$ cat config.mk
export PLATFORM = sky130hd
export DESIGN_NAME = async_serial_port
export DESIGN_NICKNAME = d
export VERILOG_FILES = /design/src/rtl/asp_pkg.sv /design/src/rtl/asp_baud_gen.sv /design/src/rtl/asp_tx.sv /design/src/rtl/asp_rx.sv /design/src/rtl/async_serial_port.sv
export SDC_FILE = /design/constraint.sdc
export NUM_CORES = 1
export LEC_CHECK = 0
export BUFFER_PORTS_ARGS = -buffer_cell sky130_fd_sc_hd__buf_2
export CAP_MARGIN = 20
export CORE_ASPECT_RATIO = 0.9
export CORE_UTILIZATION = 52
export DETAILED_ROUTE_END_ITERATION = 6
export PLACE_DENSITY = 0.75
export REMOVE_ABC_BUFFERS = 1
export SLEW_MARGIN = 20
export SYNTH_ARGS = -nofsm -noshare
export SYNTH_HDL_FRONTEND = slang
export SYNTH_SLANG_ARGS = --single-unit
$ cat constraint.sdc
create_clock -name clk -period 2.4 [get_ports clk]
set_input_delay 0.48 -clock clk [delete_from_list [all_inputs] [get_ports clk]]
set_output_delay 0.48 -clock clk [all_outputs]
set_load 0.03 [all_outputs]
$ cat src/rtl/asp_pkg.sv
package asp_pkg;

  localparam int FRAME_W = 12;  // start + 8 data + parity + 2 stop
  localparam int RXSR_W  = 10;  // 8 data + parity + first stop

  typedef struct packed {
    logic par_odd;
    logic par_en;
    logic stop2;
    logic len7;
  } frame_cfg_t;

  typedef enum logic [1:0] {RX_IDLE, RX_START, RX_BITS} rx_state_t;

  function automatic logic [3:0] data_len(frame_cfg_t c);
    return c.len7 ? 4'd7 : 4'd8;
  endfunction

  function automatic logic [7:0] data_mask(frame_cfg_t c);
    return c.len7 ? 8'h7F : 8'hFF;
  endfunction

  function automatic logic parity_of(frame_cfg_t c, logic [7:0] d);
    return (^(d & data_mask(c))) ^ c.par_odd;
  endfunction

  function automatic logic [3:0] tx_len(frame_cfg_t c);
    return 4'd2 + data_len(c) + {3'd0, c.par_en} + {3'd0, c.stop2};
  endfunction

  function automatic logic [3:0] rx_len(frame_cfg_t c);
    return data_len(c) + {3'd0, c.par_en} + 4'd1;
  endfunction

  function automatic logic [FRAME_W-1:0] build_frame(frame_cfg_t c, logic [7:0] d);
    logic [FRAME_W-1:0] f;
    f    = '1;
    f[0] = 1'b0;
    for (int i = 0; i < 8; i++) begin
      if (i < int'(data_len(c))) f[i+1] = d[i];
    end
    if (c.par_en) f[int'(data_len(c)) + 1] = parity_of(c, d);
    return f;
  endfunction

  function automatic logic [7:0] rx_data(frame_cfg_t c, logic [RXSR_W-1:0] s);
    return s[7:0] & data_mask(c);
  endfunction

  function automatic logic rx_par_bad(frame_cfg_t c, logic [RXSR_W-1:0] s);
    return c.par_en && (s[int'(data_len(c))] != parity_of(c, rx_data(c, s)));
  endfunction

  function automatic logic rx_stop_bad(frame_cfg_t c, logic [RXSR_W-1:0] s);
    return !s[int'(data_len(c)) + int'(c.par_en)];
  endfunction

endpackage

$ cat src/rtl/asp_baud_gen.sv
module asp_baud_gen #(
  parameter int DIV_W = 8
) (
  input  logic             clk,
  input  logic             rst_n,
  input  logic [DIV_W-1:0] div,
  output logic             tick
);
  logic [DIV_W-1:0] cnt;

  always_ff @(posedge clk or negedge rst_n) begin
    if (!rst_n) begin
      cnt  <= '0;
      tick <= 1'b0;
    end else if (cnt >= div) begin
      cnt  <= '0;
      tick <= 1'b1;
    end else begin
      cnt  <= cnt + 1'b1;
      tick <= 1'b0;
    end
  end
endmodule

$ cat src/rtl/asp_tx.sv
module asp_tx
  import asp_pkg::*;
(
  input  logic       clk,
  input  logic       rst_n,
  input  logic       tick,
  input  frame_cfg_t cfg,
  input  logic       wr,
  input  logic [7:0] wdata,
  output logic       txd,
  output logic       tde,
  output logic       tend,
  output logic       busy
);
  logic [FRAME_W-1:0] sr;
  logic [3:0]         bits_left;
  logic [3:0]         tcnt;
  logic [7:0]         hold;
  logic               hold_full;
  logic               bit_end, last_bit, load;

  assign bit_end  = busy && tick && (tcnt == 4'd15);
  assign last_bit = bit_end && (bits_left == 4'd1);
  assign load     = tick && hold_full && (!busy || last_bit);

  always_ff @(posedge clk or negedge rst_n) begin
    if (!rst_n) begin
      sr        <= '1;
      bits_left <= '0;
      tcnt      <= '0;
      busy      <= 1'b0;
    end else if (load) begin
      sr        <= build_frame(cfg, hold);
      bits_left <= tx_len(cfg);
      tcnt      <= '0;
      busy      <= 1'b1;
    end else if (last_bit) begin
      busy      <= 1'b0;
      tcnt      <= '0;
    end else if (bit_end) begin
      sr        <= {1'b1, sr[FRAME_W-1:1]};
      bits_left <= bits_left - 4'd1;
      tcnt      <= '0;
    end else if (busy && tick) begin
      tcnt      <= tcnt + 4'd1;
    end
  end

  always_ff @(posedge clk or negedge rst_n) begin
    if (!rst_n) begin
      hold      <= '0;
      hold_full <= 1'b0;
      tend      <= 1'b1;
    end else begin
      if (wr) hold <= wdata;
      if (wr) hold_full <= 1'b1;
      else if (load) hold_full <= 1'b0;
      if (wr) tend <= 1'b0;
      else if (last_bit && !hold_full) tend <= 1'b1;
    end
  end

  assign txd = busy ? sr[0] : 1'b1;
  assign tde = !hold_full;
endmodule

$ cat src/rtl/asp_rx.sv
module asp_rx
  import asp_pkg::*;
(
  input  logic       clk,
  input  logic       rst_n,
  input  logic       tick,
  input  frame_cfg_t cfg,
  input  logic       rxd,
  input  logic       rd_clr,
  input  logic [2:0] clr_err,   // [0] overrun, [1] framing, [2] parity
  output logic       rx_line,
  output logic       done,
  output logic       rdf,
  output logic       ovr,
  output logic       fer,
  output logic       per,
  output logic [7:0] rx_buf
);
  logic              s1, s2;
  rx_state_t         state;
  logic [3:0]        tcnt;
  logic [3:0]        idx;
  logic [RXSR_W-1:0] sr;
  logic              rdf_live, keep;

  always_ff @(posedge clk or negedge rst_n) begin
    if (!rst_n) begin
      s1    <= 1'b1;
      s2    <= 1'b1;
      state <= RX_IDLE;
      tcnt  <= '0;
      idx   <= '0;
      sr    <= '1;
      done  <= 1'b0;
    end else begin
      s1   <= rxd;
      s2   <= s1;
      done <= 1'b0;
      if (tick) begin
        case (state)
          RX_IDLE: if (!s2) begin
            state <= RX_START;
            tcnt  <= '0;
          end
          RX_START: if (tcnt == 4'd7) begin
            tcnt  <= '0;
            idx   <= '0;
            state <= s2 ? RX_IDLE : RX_BITS;
          end else begin
            tcnt <= tcnt + 4'd1;
          end
          RX_BITS: begin
            tcnt <= tcnt + 4'd1;
            if (tcnt == 4'd15) begin
              sr[idx] <= s2;
              idx     <= idx + 4'd1;
              if (idx == rx_len(cfg) - 4'd1) begin
                state <= RX_IDLE;
                done  <= 1'b1;
              end
            end
          end
          default: state <= RX_IDLE;
        endcase
      end
    end
  end

  assign rx_line  = s2;
  assign rdf_live = rdf && !rd_clr;
  assign keep     = done && !rdf_live;

  always_ff @(posedge clk or negedge rst_n) begin
    if (!rst_n) begin
      rdf    <= 1'b0;
      ovr    <= 1'b0;
      fer    <= 1'b0;
      per    <= 1'b0;
      rx_buf <= '0;
    end else begin
      rdf <= keep || rdf_live;
      ovr <= (ovr && !clr_err[0]) || (done && rdf_live);
      fer <= (fer && !clr_err[1]) || (keep && rx_stop_bad(cfg, sr));
      per <= (per && !clr_err[2]) || (keep && rx_par_bad(cfg, sr));
      if (keep) rx_buf <= rx_data(cfg, sr);
    end
  end
endmodule

$ cat src/rtl/async_serial_port.sv
module async_serial_port
  import asp_pkg::*;
#(
  parameter int DIV_W = 8
) (
  input  logic       clk,
  input  logic       rst_n,
  input  logic       bus_wr,
  input  logic       bus_rd,
  input  logic [1:0] bus_addr,
  input  logic [7:0] bus_wdata,
  output logic [7:0] bus_rdata,
  input  logic       rxd,
  output logic       txd,
  output logic       irq_tx_empty,
  output logic       irq_tx_end,
  output logic       irq_rx_full,
  output logic       irq_rx_err
);
  localparam logic [1:0] A_CTRL = 2'd0;
  localparam logic [1:0] A_DIV  = 2'd1;
  localparam logic [1:0] A_DATA = 2'd2;
  localparam logic [1:0] A_STAT = 2'd3;

  logic [7:0]       ctrl;
  logic [DIV_W-1:0] div;
  frame_cfg_t       cfg;
  logic             tick;
  logic             data_wr, data_rd, stat_wr;
  logic [2:0]       clr_err;
  logic             tx_tde, tx_tend, tx_busy;
  logic             rx_line, rx_done, rx_rdf, rx_ovr, rx_fer, rx_per;
  logic [7:0]       rx_buf;
  logic [7:0]       status;

  assign cfg     = frame_cfg_t'(ctrl[3:0]);
  assign data_wr = bus_wr && (bus_addr == A_DATA);
  assign data_rd = bus_rd && (bus_addr == A_DATA);
  assign stat_wr = bus_wr && (bus_addr == A_STAT);
  assign clr_err = stat_wr ? bus_wdata[5:3] : 3'b000;

  always_ff @(posedge clk or negedge rst_n) begin
    if (!rst_n) begin
      ctrl <= '0;
      div  <= '0;
    end else if (bus_wr) begin
      if (bus_addr == A_CTRL) ctrl <= bus_wdata;
      if (bus_addr == A_DIV)  div  <= DIV_W'(bus_wdata);
    end
  end

  asp_baud_gen #(.DIV_W(DIV_W)) u_baud (
    .clk(clk), .rst_n(rst_n), .div(div), .tick(tick)
  );

  asp_tx u_tx (
    .clk(clk), .rst_n(rst_n), .tick(tick), .cfg(cfg), .wr(data_wr),
    .wdata(bus_wdata), .txd(txd), .tde(tx_tde), .tend(tx_tend), .busy(tx_busy)
  );

  asp_rx u_rx (
    .clk(clk), .rst_n(rst_n), .tick(tick), .cfg(cfg), .rxd(rxd),
    .rd_clr(data_rd), .clr_err(clr_err), .rx_line(rx_line), .done(rx_done),
    .rdf(rx_rdf), .ovr(rx_ovr), .fer(rx_fer), .per(rx_per), .rx_buf(rx_buf)
  );

  assign status = {1'b0, rx_line, rx_per, rx_fer, rx_ovr, rx_rdf, tx_tend, tx_tde};

  always_comb begin
    case (bus_addr)
      A_CTRL:  bus_rdata = ctrl;
      A_DIV:   bus_rdata = 8'(div);
      A_DATA:  bus_rdata = rx_buf;
      default: bus_rdata = status;
    endcase
  end

  assign irq_tx_empty = ctrl[4] && tx_tde;
  assign irq_tx_end   = ctrl[5] && tx_tend;
  assign irq_rx_full  = ctrl[6] && rx_rdf;
  assign irq_rx_err   = ctrl[7] && (rx_ovr || rx_fer || rx_per);
endmodule

==> Flow_metrics.wiki <==
{| class="wikitable"
! Metric !! Value
|-
| Result of the run || finished clean
|-
| Share of the synthesized netlist area taken by xor and xnor gates || 0.05148
|-
| PnR worst setup slack || 288.5 ps
|-
| Total of max-cap violations || 0
|-
| Basic-gate share of the synthesized area counting and, or, nand and nor cells || 0.1450
|-
| Type of the worst setup path || flop to flop
|-
| Reg-to-Reg Start || u_rx.state[0]
|-
| Standby leakage power || 0.002355 uW
|-
| Floorplan die height || 92.80 um
|-
| Core occupancy in the finished layout || 0.5981
|-
| CTS Buffer Depth || 2
|-
| Die Span X || 102.9 um
|-
| Wire per inst || 16.28 um
|-
| Core region area || 8728 um2
|-
| Initial antenna violation count || 0
|-
| Combinational family with the most area after synthesis || simple AND/OR/NAND/NOR gates
|-
| Final global-route overflow total || 0
|-
| Fraction of final layout cells with drive strength greater than 1 || 0.2823
|-
| Commonest cells after routing, fill and taps aside || dfrtp_1, nand2_1, mux2_2
|-
| Critical path arrival || 2400 ps
|-
| Cell row count || 32
|-
| Post-DP HPWL || 7077 um
|-
| Pin count of the biggest net entering global routing || 42
|-
| Via count of the first global-routing pass || 3270
|-
| Synth-to-Final Area Change || 9.588%
|-
| Clock Tree Root || clkbuf_8
|-
| Critical Path End Type || flop
|-
| I/O Pins || 28
|-
| Number of hold-slack violations in the final timing report || 0
|-
| Number of cells upsized or downsized after cts || 0
|-
| Final worst path period share || 0.8798
|-
| Post-synthesis sequential area ratio || 0.4736
|-
| Commonest non-fill, non-tap cell in the layout || dfrtp_1
|-
| Reg2Reg Capture Point || u_rx.idx[3]
|-
| Die Area || 9547 um2
|-
| Cell Pwr Density || 876.3 nW/um2
|-
| Worst Hold Class || input port to asynchronous set/reset pin
|-
| Number of DRC violations after detailed-routing iteration 0 || 162
|-
| Gp weighted congestion || 0.8367
|-
| Maximum achievable frequency || 0.4736 GHz
|-
| Fraction of the mapped netlist area in compound gates || 0.08511
|-
| Share of synthesized cell area in full adder, half adder and majority cells || 0.06987
|-
| Synthesized flop and latch total || 89
|-
| Most used flip-flop cell after synthesis || dfrtp_1
|-
| Number of slew-limit violations in the final report || 0
|-
| Final routed DRC violation total || 0
|-
| Via density per instance || 5.580
|-
| Insertion delay of the later-clocked pin in the worst-skew pair || 360 ps
|-
| Setup Viol. Count Final || 0
|-
| Area after DPL || 5021 um2
|-
| Nature of the critical path startpoint || flop
|-
| Clock slew at reported path FFs || 90 ps
|-
| Diode insertion count for antenna repair || 0
|-
| Finished layout cell area || 5220 um2
|-
| Max VDD drop || 0.4044 mV
|-
| Wire length of the first global-routing pass || 16160 um
|-
| Starting density of the core || 0.5457
|-
| Buffers inserted during post-CTS setup optimization || 0
|-
| R2R depth || 7
|-
| Count of input and output buffers || 27
|-
| Nets || 500
|-
| Clock net sink count || 89
|-
| Post-Synthesis Cells || 429
|-
| Unrepaired setup endpoints after global routing || false
|-
| Total number of vias || 3253
|-
| Share of flip-flops with an asynchronous set or reset after synthesis || 1.000
|-
| Maximum fanout along the worst path || 10
|-
| Post-synthesis cell area || 4763 um2
|-
| Setup clock skew after layout || 13.64 ps
|-
| Level count of the clock H-tree || 3
|-
| Non-Filler Instances || 583
|-
| Share of synthesized area spent on multiplexers || 0.1390
|-
| Pin slew with the least headroom to its limit || 557.5 ps
|-
| First drt pass iteration count || 5
|-
| Worst slack at placement || 312.8 ps
|-
| CTS Buf Count || 9
|-
| EDFF count, synth || 0
|-
| Count of antenna-violating nets left after detailed routing || 0
|-
| Worst path required time || 2690 ps
|-
| Final routed wirelength across all metal layers || 9491 um
|-
| TritonCTS clock tree || built
|-
| Netlist cell types || 61
|-
| Overall routing resource usage || 0.2228
|-
| Post-route setup TNS || 0 ps
|-
| Syn Area/Cell || 11.10 um2
|-
| Number of warnings issued by yosys || 0
|-
| Final Critical Period || 2111 ps
|-
| Fillers || 732
|-
| CTS hold repair buffers || 0
|-
| Headroom to the max-slew limit || 0.6244
|-
| Post-placement cell count || 567
|-
| Register-to-register setup slack || 290 ps
|}
[cell usage after synthesis (2+ instances only)]
library cell	instances	area share
mux2_2	41	0.097
nor2b_1	2	0.0026
dfrtp_1	66	0.35
mux2i_1	2	0.0042
o21ai_0	18	0.019
o31ai_1	4	0.0063
and2_1	2	0.0026
nor2_1	22	0.017
xnor2_1	19	0.035
and3_1	4	0.0053
nor3b_1	3	0.0047
nand3_1	17	0.018
o21a_1	3	0.0047
xor2_1	9	0.017
nand4_1	2	0.0026
buf_2	5	0.0053
clkbuf_1	6	0.0047
inv_1	24	0.019
mux4_2	8	0.038
nor3_1	3	0.0032
nor4_1	2	0.0026
a21oi_1	5	0.0053
nand3_2	2	0.0042
ha_1	25	0.066
buf_6	2	0.0047
dfstp_2	23	0.13
nand2_1	58	0.046
nand3b_1	4	0.0063
a211oi_1	2	0.0032
nand2b_1	4	0.0053
a32o_1	3	0.0063
a31oi_1	8	0.011
a21o_1	3	0.0047
[where the power goes]
group          internal [uW]  total (uW)  switching, uW
combinational            624        1350            724
clock                    491        1050            556
sequential              1860        2180            319
total                   2980        4570           1600
[registers in the layout (all words and copies together), names as in the netlist, 8 cells and up]
name         count
ctrl             8
div              8
u_baud.cnt       8
u_rx.rx_buf      8
u_rx.sr         10
u_tx.hold        8
u_tx.sr         10
[cell type report]
| class | instances | area (um2) | share of cell area |
|---|---|---|---|
| multi-input cells | 301 | 2336 | 0.4475 |
| inverters | 24 | 90.09 | 0.01726 |
| well taps | 119 | 148.9 | 0.02852 |
| clock inverters | 7 | 75.07 | 0.01438 |
| clock buffers | 9 | 123.9 | 0.02373 |
| flip-flops and latches | 89 | 2256 | 0.4322 |
| repair buffers | 34 | 190.2 | 0.03643 |
[worst max path at each step]
stage / startpoint / endpoint / slack [ps]
after floorplan: u_rx.state[0] / u_rx.idx[3] / 470
after global placement: bus_addr[1] / bus_rdata[0] / 400
after detailed placement: u_rx.state[0] / u_rx.idx[3] / 310
after CTS: u_rx.state[0] / u_rx.idx[3] / 300
after global routing: u_tx.bits_left[1] / u_tx.tcnt[1] / 130
final: u_rx.state[0] / u_rx.idx[3] / 290
[layer usage]
layer	routed length (um)	vias to the layer above	track usage
li1	-	1558	-
met1	4463	1613	0.3122
met2	4482	73	0.3494
met3	447	9	0.05132
met4	97	0	0.05634
met5	0	-	0
[cells by family (layout without fill, tap and decap cells)]
kind of cell | count (synthesis) | after routing
AO/OA/AOI/OAI | 59 | 59
buffers and inverters | 39 | 74
flip-flops | 89 | 89
multiplexers | 51 | 51
XOR/XNOR | 28 | 28
adder cells (fa/ha/maj) | 26 | 26
AND/OR/NAND/NOR | 137 | 137
[critical path, stage by stage, from the launching register on]
cell and delay, ps:
dfrtp_1 410, inv_1 100, ha_1 340, or2_4 330
o311ai_4 110, nand3_4 140, or4b_1 530, nand3_1 90
[per-stage QoR]
stage | hold slack [ps] | total power, uW
after floorplan | 184.4 | 3160
after global placement | 346.1 | 3465
after detailed placement | 350.8 | 3552
after CTS | 90.02 | 4606
after global routing | 113.9 | 4879
final | 87.53 | 4574
Note: power is estimated with default switching activity, not from simulation.
